==> src/rtl/raster_pkg.sv <==
package raster_pkg;
  typedef enum logic [3:0] {
    RA_CTRL    = 4'd0,
    RA_BG      = 4'd1,
    RA_SIZE    = 4'd2,
    RA_HTIM    = 4'd3,
    RA_VTIM    = 4'd4,
    RA_POL     = 4'd5,
    RA_IRQ_ST  = 4'd6,
    RA_IRQ_MSK = 4'd7,
    RA_DIV     = 4'd8
  } reg_addr_e;

  typedef enum logic [1:0] {
    MODE_OFF    = 2'd0,
    MODE_NORMAL = 2'd1,
    MODE_TEST   = 2'd2,
    MODE_BARS   = 2'd3
  } op_mode_e;

  localparam int PORCH_W = 11;
  localparam int BPORCH_W = 10;
  localparam int LINE_W = 16;

  // layout matches the per-axis register bit positions
  typedef struct packed {
    logic [BPORCH_W-1:0] bp;
    logic [PORCH_W-1:0]  pw;
    logic [PORCH_W-1:0]  fp;
  } axis_tim_t;
endpackage

==> src/rtl/rt_regs.sv <==
module rt_regs
  import raster_pkg::*;
#(
  parameter int DIV_W  = 8,
  parameter int XBLK_W = 8
) (
  input  logic              clk_i,
  input  logic              rst_ni,
  input  logic              we_i,
  input  logic [3:0]        addr_i,
  input  logic [31:0]       wdata_i,
  input  logic              load_i,
  input  logic [1:0]        status_i,
  output logic [31:0]       rdata_o,
  output op_mode_e          mode_o,
  output logic              ren_o,
  output logic [23:0]       bg_o,
  output logic              pol_h_o,
  output logic              pol_v_o,
  output logic              pol_fall_o,
  output logic [1:0]        mask_o,
  output logic [DIV_W-1:0]  div_o,
  output logic [XBLK_W-1:0] xblk_o,
  output logic [LINE_W-1:0] lines_o,
  output axis_tim_t         htim_o,
  output axis_tim_t         vtim_o
);
  logic [DIV_W-1:0]  st_div;
  logic [XBLK_W-1:0] st_xblk;
  logic [LINE_W-1:0] st_lines;
  axis_tim_t         st_h, st_v;

  always_ff @(posedge clk_i or negedge rst_ni) begin
    if (!rst_ni) begin
      mode_o     <= MODE_OFF;
      ren_o      <= 1'b0;
      bg_o       <= '0;
      pol_h_o    <= 1'b0;
      pol_v_o    <= 1'b0;
      pol_fall_o <= 1'b0;
      mask_o     <= 2'b11;
      st_div     <= '0;
      st_xblk    <= '0;
      st_lines   <= '0;
      st_h       <= '0;
      st_v       <= '0;
    end else if (we_i) begin
      case (reg_addr_e'(addr_i))
        RA_CTRL: begin
          mode_o <= op_mode_e'(wdata_i[1:0]);
          ren_o  <= wdata_i[14];
        end
        RA_BG:   bg_o <= wdata_i[23:0];
        RA_SIZE: begin
          st_lines <= wdata_i[31:16];
          st_xblk  <= wdata_i[XBLK_W-1:0];
        end
        RA_HTIM: st_h <= axis_tim_t'(wdata_i);
        RA_VTIM: st_v <= axis_tim_t'(wdata_i);
        RA_POL: begin
          pol_h_o    <= wdata_i[0];
          pol_v_o    <= wdata_i[1];
          pol_fall_o <= wdata_i[6];
        end
        RA_IRQ_MSK: mask_o <= wdata_i[1:0];
        RA_DIV:     st_div <= wdata_i[DIV_W-1:0];
        default: ;
      endcase
    end
  end

  // active copy follows staged copy only at a frame boundary or while idle
  always_ff @(posedge clk_i or negedge rst_ni) begin
    if (!rst_ni) begin
      div_o   <= '0;
      xblk_o  <= '0;
      lines_o <= '0;
      htim_o  <= '0;
      vtim_o  <= '0;
    end else if (load_i) begin
      div_o   <= st_div;
      xblk_o  <= st_xblk;
      lines_o <= st_lines;
      htim_o  <= st_h;
      vtim_o  <= st_v;
    end
  end

  always_comb begin
    rdata_o = '0;
    case (reg_addr_e'(addr_i))
      RA_CTRL: begin
        rdata_o[1:0] = mode_o;
        rdata_o[14]  = ren_o;
      end
      RA_BG:   rdata_o[23:0] = bg_o;
      RA_SIZE: begin
        rdata_o[31:16]       = st_lines;
        rdata_o[XBLK_W-1:0]  = st_xblk;
      end
      RA_HTIM: rdata_o = st_h;
      RA_VTIM: rdata_o = st_v;
      RA_POL: begin
        rdata_o[0] = pol_h_o;
        rdata_o[1] = pol_v_o;
        rdata_o[6] = pol_fall_o;
      end
      RA_IRQ_ST:  rdata_o[1:0] = status_i;
      RA_IRQ_MSK: rdata_o[1:0] = mask_o;
      RA_DIV:     rdata_o[DIV_W-1:0] = st_div;
      default: ;
    endcase
  end
endmodule

==> src/rtl/rt_axis.sv <==
module rt_axis
  import raster_pkg::*;
#(
  parameter int CNT_W = 14,
  parameter int ACT_W = 12
) (
  input  logic                clk_i,
  input  logic                rst_ni,
  input  logic                run_i,
  input  logic                step_i,
  input  logic [ACT_W-1:0]    act_i,
  input  axis_tim_t           tim_i,
  output logic [CNT_W-1:0]    cnt_o,
  output logic                wrap_o,
  output logic                active_o,
  output logic                sync_o
);
  logic [CNT_W-1:0] end_act, end_fp, end_sync, total;
  logic             last;

  assign end_act  = CNT_W'(act_i);
  assign end_fp   = end_act + CNT_W'(tim_i.fp);
  assign end_sync = end_fp + CNT_W'(tim_i.pw);
  assign total    = end_sync + CNT_W'(tim_i.bp);
  assign last     = cnt_o == total - CNT_W'(1);

  assign wrap_o   = run_i && step_i && last;
  assign active_o = cnt_o < end_act;
  assign sync_o   = (cnt_o >= end_fp) && (cnt_o < end_sync);

  always_ff @(posedge clk_i or negedge rst_ni) begin
    if (!rst_ni)      cnt_o <= '0;
    else if (!run_i)  cnt_o <= '0;
    else if (step_i)  cnt_o <= last ? '0 : cnt_o + CNT_W'(1);
  end
endmodule

==> src/rtl/rt_irq.sv <==
module rt_irq (
  input  logic       clk_i,
  input  logic       rst_ni,
  input  logic       running_i,
  input  logic       vs_act_i,
  input  logic       underrun_i,
  input  logic [1:0] clr_i,
  input  logic [1:0] mask_i,
  output logic [1:0] status_o,
  output logic       irq_o
);
  logic       vs_q;
  logic [1:0] set;

  assign set = {running_i && underrun_i, vs_act_i && !vs_q};

  always_ff @(posedge clk_i or negedge rst_ni) begin
    if (!rst_ni) begin
      vs_q     <= 1'b0;
      status_o <= '0;
    end else begin
      vs_q     <= vs_act_i;
      status_o <= (status_o & ~clr_i) | set;
    end
  end

  assign irq_o = |(status_o & ~mask_i);
endmodule

==> src/rtl/rt_pixel.sv <==
module rt_pixel
  import raster_pkg::*;
#(
  parameter int XBLK_W = 8,
  parameter int H_W    = 14,
  parameter int V_W    = 18
) (
  input  logic              clk_i,
  input  logic              rst_ni,
  input  logic              run_i,
  input  logic              step_i,
  input  logic              line_wrap_i,
  input  logic              h_act_i,
  input  logic              de_i,
  input  op_mode_e          mode_i,
  input  logic [XBLK_W-1:0] xblk_i,
  input  logic [H_W-1:0]    hcnt_i,
  input  logic [V_W-1:0]    vcnt_i,
  input  logic [23:0]       bg_i,
  input  logic              layer_valid_i,
  input  logic [23:0]       layer_rgb_i,
  output logic [23:0]       rgb_o
);
  localparam int BW_W = XBLK_W + 1;

  logic [BW_W-1:0] bar_w, bar_pos;
  logic [2:0]      bar_idx;
  logic [23:0]     bar_rgb;

  assign bar_w = {xblk_i, 1'b0};

  always_ff @(posedge clk_i or negedge rst_ni) begin
    if (!rst_ni) begin
      bar_pos <= '0;
      bar_idx <= '0;
    end else if (!run_i || line_wrap_i) begin
      bar_pos <= '0;
      bar_idx <= '0;
    end else if (step_i && h_act_i) begin
      if (bar_pos == bar_w - BW_W'(1)) begin
        bar_pos <= '0;
        bar_idx <= bar_idx + 3'd1;
      end else begin
        bar_pos <= bar_pos + BW_W'(1);
      end
    end
  end

  // white, yellow, cyan, green, magenta, red, blue, black
  assign bar_rgb = {{8{~bar_idx[1]}}, {8{~bar_idx[2]}}, {8{~bar_idx[0]}}};

  always_comb begin
    rgb_o = '0;
    if (de_i) begin
      case (mode_i)
        MODE_NORMAL: rgb_o = layer_valid_i ? layer_rgb_i : bg_i;
        MODE_TEST:   rgb_o = {hcnt_i[7:0], vcnt_i[7:0], 8'h80};
        MODE_BARS:   rgb_o = bar_rgb;
        default:     rgb_o = '0;
      endcase
    end
  end
endmodule

==> src/rtl/raster_timing_gen.sv <==
module raster_timing_gen
  import raster_pkg::*;
#(
  parameter int DIV_W  = 8,
  parameter int XBLK_W = 8,
  localparam int ACT_W = XBLK_W + 4,
  localparam int H_W   = ((ACT_W > PORCH_W) ? ACT_W : PORCH_W) + 2,
  localparam int V_W   = LINE_W + 2
) (
  input  logic           clk_i,
  input  logic           rst_ni,
  input  logic           reg_we_i,
  input  logic [3:0]     reg_addr_i,
  input  logic [31:0]    reg_wdata_i,
  output logic [31:0]    reg_rdata_o,
  input  logic           layer_valid_i,
  input  logic [23:0]    layer_rgb_i,
  input  logic           underrun_i,
  output logic           pix_ce_o,
  output logic           pix_fall_o,
  output logic           hsync_o,
  output logic           vsync_o,
  output logic           de_o,
  output logic [H_W-1:0] pix_x_o,
  output logic [V_W-1:0] pix_y_o,
  output logic [23:0]    rgb_o,
  output logic           irq_o
);
  op_mode_e          mode;
  logic              ren, running, pol_h, pol_v, load, frame_end;
  logic [23:0]       bg;
  logic [1:0]        mask, status, st_clr;
  logic [DIV_W-1:0]  div_act, div_cnt;
  logic [XBLK_W-1:0] xblk_act;
  logic [LINE_W-1:0] lines_act;
  axis_tim_t         htim, vtim;
  logic [H_W-1:0]    h_cnt;
  logic [V_W-1:0]    v_cnt;
  logic              h_wrap, h_act, h_sync, v_wrap, v_act, v_sync;

  assign running   = ren && (mode != MODE_OFF);
  assign frame_end = v_wrap;
  assign load      = !running || frame_end;
  assign st_clr    = (reg_we_i && reg_addr_i == RA_IRQ_ST) ? reg_wdata_i[1:0] : 2'b00;

  rt_regs #(.DIV_W(DIV_W), .XBLK_W(XBLK_W)) i_regs (
    .clk_i, .rst_ni,
    .we_i(reg_we_i), .addr_i(reg_addr_i), .wdata_i(reg_wdata_i),
    .load_i(load), .status_i(status), .rdata_o(reg_rdata_o),
    .mode_o(mode), .ren_o(ren), .bg_o(bg),
    .pol_h_o(pol_h), .pol_v_o(pol_v), .pol_fall_o(pix_fall_o),
    .mask_o(mask), .div_o(div_act), .xblk_o(xblk_act), .lines_o(lines_act),
    .htim_o(htim), .vtim_o(vtim)
  );

  always_ff @(posedge clk_i or negedge rst_ni) begin
    if (!rst_ni)        div_cnt <= '0;
    else if (!running)  div_cnt <= '0;
    else                div_cnt <= (div_cnt == div_act) ? '0 : div_cnt + DIV_W'(1);
  end

  assign pix_ce_o = running && (div_cnt == div_act);

  rt_axis #(.CNT_W(H_W), .ACT_W(ACT_W)) i_h_axis (
    .clk_i, .rst_ni, .run_i(running), .step_i(pix_ce_o),
    .act_i({xblk_act, 4'b0000}), .tim_i(htim),
    .cnt_o(h_cnt), .wrap_o(h_wrap), .active_o(h_act), .sync_o(h_sync)
  );

  rt_axis #(.CNT_W(V_W), .ACT_W(LINE_W)) i_v_axis (
    .clk_i, .rst_ni, .run_i(running), .step_i(h_wrap),
    .act_i(lines_act), .tim_i(vtim),
    .cnt_o(v_cnt), .wrap_o(v_wrap), .active_o(v_act), .sync_o(v_sync)
  );

  assign de_o    = running && h_act && v_act;
  assign hsync_o = (running && h_sync) ^ pol_h;
  assign vsync_o = (running && v_sync) ^ pol_v;
  assign pix_x_o = de_o ? h_cnt : '0;
  assign pix_y_o = de_o ? v_cnt : '0;

  rt_pixel #(.XBLK_W(XBLK_W), .H_W(H_W), .V_W(V_W)) i_pixel (
    .clk_i, .rst_ni, .run_i(running), .step_i(pix_ce_o), .line_wrap_i(h_wrap),
    .h_act_i(h_act), .de_i(de_o), .mode_i(mode), .xblk_i(xblk_act),
    .hcnt_i(h_cnt), .vcnt_i(v_cnt), .bg_i(bg),
    .layer_valid_i, .layer_rgb_i, .rgb_o
  );

  rt_irq i_irq (
    .clk_i, .rst_ni, .running_i(running), .vs_act_i(running && v_sync),
    .underrun_i, .clr_i(st_clr), .mask_i(mask), .status_o(status), .irq_o
  );
endmodule

==> config.mk <==
export PLATFORM = sky130hd
export DESIGN_NAME = raster_timing_gen
export DESIGN_NICKNAME = d
export VERILOG_FILES = /design/src/rtl/raster_pkg.sv /design/src/rtl/rt_regs.sv /design/src/rtl/rt_axis.sv /design/src/rtl/rt_irq.sv /design/src/rtl/rt_pixel.sv /design/src/rtl/raster_timing_gen.sv
export SDC_FILE = /design/constraint.sdc
export NUM_CORES = 1
export LEC_CHECK = 0
export ABC_AREA = 1
export CORE_UTILIZATION = 45
export CTS_CLUSTER_SIZE = 10
export DETAILED_ROUTE_END_ITERATION = 7
export PLACE_DENSITY = 0.68
export SLEW_MARGIN = 0
export SYNTH_ARGS = -nofsm -noshare
export SYNTH_HDL_FRONTEND = slang
export SYNTH_HIERARCHICAL = 1
export SYNTH_SLANG_ARGS = --single-unit
==> constraint.sdc <==
create_clock -name clk_i -period 11.57 [get_ports clk_i]
set_input_delay 3.471 -clock clk_i [delete_from_list [all_inputs] [get_ports clk_i]]
set_output_delay 3.471 -clock clk_i [all_outputs]
set_load 0.01 [all_outputs]
==> results.md <==
* **floorplan die width** 215 um
* **Synth Instances** 2783
* **cell breakdown of the critical path** clkdlybuf4s50_1 > nand2_1 > nor2_2 > buf_4 > nand2_1 > nand4_1 > clkdlybuf4s50_1
* **most frequent standard cell in the layout excluding fill and tap cells** sky130_fd_sc_hd__nand2_1
* **post-synthesis register bit count** 279
* **area growth from synthesis to layout** 15.3%
* **worst setup path startpoint** reg_addr_i[0]
* **DRT iter0 DRCs** 1772
* **number of placed cells counting well taps** 3486
* **count of standard-cell rows** 77
* **endpoint kind of the worst setup timing path** output port
* **share of the cycle needed by the critical path after routing** 83.4%
* **critical path launch point type** primary input
* **startpoint of the lowest-slack hold path** i_irq/vs_q
* **Fill cells** 4299
* **vias in the first global route** 18200
* **via count normalized by instance count** 5.39
* **Critical Path Slowest Stage Cell** sky130_fd_sc_hd__nor2_2
* **unrepaired setup endpoints after global routing** no
* **area of placed instances** 22600 sq um
* **minimum clock period** 9.65 ns
* **Post-Syn Area** 20500 sq um
* **total non-filler cell area in the finished layout** 23600 sq um
* **clock transition at the registers of the reported paths** 0.05 ns
* **hold buffer count at cts** 0
* **Max clock buf depth** 3
* **Max Slew Vio Count** 0
* **initial core utilization** 45.9%
* **maximum number of pins on one net before global-route repair** 131
* **net total in the final layout** 3166
* **arrival time at the worst endpoint** 6.18 ns
* **worst setup path class** in -> out
* **number of enable flip-flop cells after synthesis** 0
* **CTS buffer count** 35
* **final worst-path setup slack** 1.92 ns
* **worst setup skew after layout** 0.0282 ns
* **number of nets with antenna violations after detailed routing** 0
* **clock tree from TritonCTS** yes
* **Residual DRC** 0
* **H-tree lvl count** 2
* **standby leakage power** 11.8 nW
* **outcome** completed
* **global placement routability congestion** 0.959
* **count of input and output buffers** 158
* **critical path required time** 8.10 ns
* **non-filler instance count after layout** 3538
* **synth unique cells** 61
* **final total negative setup slack** 0 ns
* **die height** 215 um
* **synthesized-area fraction occupied by xor and xnor cells** 3.59%
* **DIE AREA** 46400 sq um
* **main flop type after synthesis** sky130_fd_sc_hd__dfrtp_1
* **mean area per synthesized cell** 7.36 sq um
* **buffers inserted by post-CTS timing repair** 0
* **multiplexer share of the synthesized area** 5.17%
* **number of cells upsized or downsized after cts** 0
* **detail-routed net length per standard cell** 18.3 um
* **wire length of the first global-routing pass** 102000 um
* **count of antenna diodes in the layout** 0
* **half-perimeter wire length of the detailed placement result** 50300 um
* **global-route usage over all layers** 28.1%
* **routed via count** 19100
* **Cell Pwr Density** 312 nW/um^2
* **sequential cell area** 6980 sq um
* **final WL** 64800 um
* **fraction of layout instances using a drive strength above 1** 8.49%
* **Clk Tree Root Cell** sky130_fd_sc_hd__clkbuf_16
* **initial antenna violation count** 0
* **Design Power** 7.37 mW
* **share of the synthesized area in compound gates (AO/OA/AOI/OAI)** 10.1%
* **Peak VDD IR** 0.000278 V
* **Max Fanout on Critical Path** 16
* **most frequent cells in the layout** 842 x sky130_fd_sc_hd__nand2_1, 365 x sky130_fd_sc_hd__inv_1, 277 x sky130_fd_sc_hd__dfrtp_1, 198 x sky130_fd_sc_hd__nor2_1, 168 x sky130_fd_sc_hd__nand3_1
* **I/O Pins** 159
* **post-synthesis simple-gate area fraction** 27.8%
* **largest family of logic cells by synthesized area** simple AND/OR/NAND/NOR gates
* **share of synthesized flip-flops with an asynchronous set or reset** 100%
* **longest individual stage delay on the worst path** 0.68 ns
* **Sink Count** 279
* **first drt pass iteration count** 5
* **total core area** 44600 sq um
* **worst max-slew margin expressed relative to the limit** 20.6%
* **clock network latency to the later pin of the worst-skew pair** 0.54 ns
* **Setup violations, final** 0
* **multi-input combinational cell area** 11800 sq um
* **upper clock frequency limit** 104 MHz
* **RR Startpoint** i_regs/xblk_o[1]
* **Final Hold Viols** 0
* **classification of the worst-slack hold path** reg -> reg
* **total global routing overflow** 0
* **post-placement worst setup slack** 1.97 ns
* **synthesized-area fraction occupied by adder cells** 10.6%
* **proportion of synthesized chip area in sequential cells** 34.1%
* **maximum capacitance violations** 0
* **Least-Margin Pin Slew** 1.19 ns
* **Yosys Warn Count** 6
==> cell type report <==
cell class | count | share of cell area [%]
inverter | 378 | 6.01
clock inverter | 5 | 0.170
tap | 592 | 3.14
sequential | 279 | 29.6
timing repair buffer | 170 | 7.10
clock buffer | 47 | 4.16
multi-input combinational | 2067 | 49.9
==> critical path, delay by kind of cell <==
| kind | cells | cell delay (ns) |
|---|---|---|
| buffers and inverters | 3 | 1.59 |
| and+or+nand+nor | 4 | 1.10 |
==> synthesized netlist by cell type (13+ instances only) <==
cell type                  instances  area share [%]
sky130_fd_sc_hd__nand2_1         842              15
sky130_fd_sc_hd__inv_1           365             6.7
sky130_fd_sc_hd__dfrtp_1         277              34
sky130_fd_sc_hd__nor2_1          198             3.6
sky130_fd_sc_hd__nand3_1         168             4.1
sky130_fd_sc_hd__ha_1            164              10
sky130_fd_sc_hd__a21oi_1         131             3.2
sky130_fd_sc_hd__o21ai_0         129             3.2
sky130_fd_sc_hd__mux2_2           94             5.2
sky130_fd_sc_hd__xor2_1           47             2.0
sky130_fd_sc_hd__o21ai_1          38            0.93
sky130_fd_sc_hd__nand4_1          34             1.0
sky130_fd_sc_hd__clkbuf_1         33            0.60
sky130_fd_sc_hd__xnor2_1          30             1.3
sky130_fd_sc_hd__nand2_2          26            0.79
sky130_fd_sc_hd__buf_2            25            0.61
sky130_fd_sc_hd__a211oi_1         21            0.77
sky130_fd_sc_hd__nor2_2           13            0.40
==> state kept, by name, summed over array words and instances, names as in the netlist, 9 cells and up <==
signal / cells
i_regs/st_v: 32
i_regs/vtim_o: 32
i_v_axis/cnt_o: 18
i_pixel/bar_pos: 9
i_regs/bg_o: 24
i_h_axis/cnt_o: 14
i_regs/st_h: 32
i_regs/htim_o: 32
i_regs/lines_o: 16
i_regs/st_lines: 16
==> path summary, 6_finish.rpt <==
path                       slack, ns                 end  cells after the start
setup / recovery                1.92     reg_rdata_o[14]                      7
hold / removal                  0.48   i_irq/status_o[0]                      3
setup reg to reg                4.01  i_regs/lines_o[14]                     32
hold reg to reg                 0.48   i_irq/status_o[0]                      3
max in group asynchronous       6.92     i_regs/div_o[5]                      2
min in group asynchronous       3.02  i_pixel/bar_pos[4]                      1
==> cells by family (layout without fill, tap and decap cells) <==
logic type	after synthesis	in the layout
AO/OA/AOI/OAI	371	371
XOR/XNOR	80	80
adder cells (fa/ha/maj)	170	170
buffers and inverters	445	600
flip-flops	279	279
multiplexers	94	94
other	2	10
AND/OR/NAND/NOR	1342	1342
==> through the flow <==
step,util (%),hold WS [ns]
floorplan,-,0.450
global placement,50.7,0.465
detailed placement,50.7,0.477
CTS,52.9,0.485
global route,52.9,0.506
finish,52.9,0.477
==> per-layer routing <==
metal / vias up / share of wire (%) / GRT usage, %
met5: - / 0 / 0
met4: 0 / 3.6 / 10.4
met3: 114 / 6.7 / 3.95
met2: 625 / 43 / 43.0
met1: 9057 / 47 / 40.2
li1: 9263 / - / -
==> report_power, final <==
part | internal, mW | switching [mW]
clock | 0.589 | 0.413
sequential | 1.17 | 0.247
combinational | 1.94 | 3.01
total | 3.70 | 3.67
Note: power is estimated with default switching activity, not from simulation.
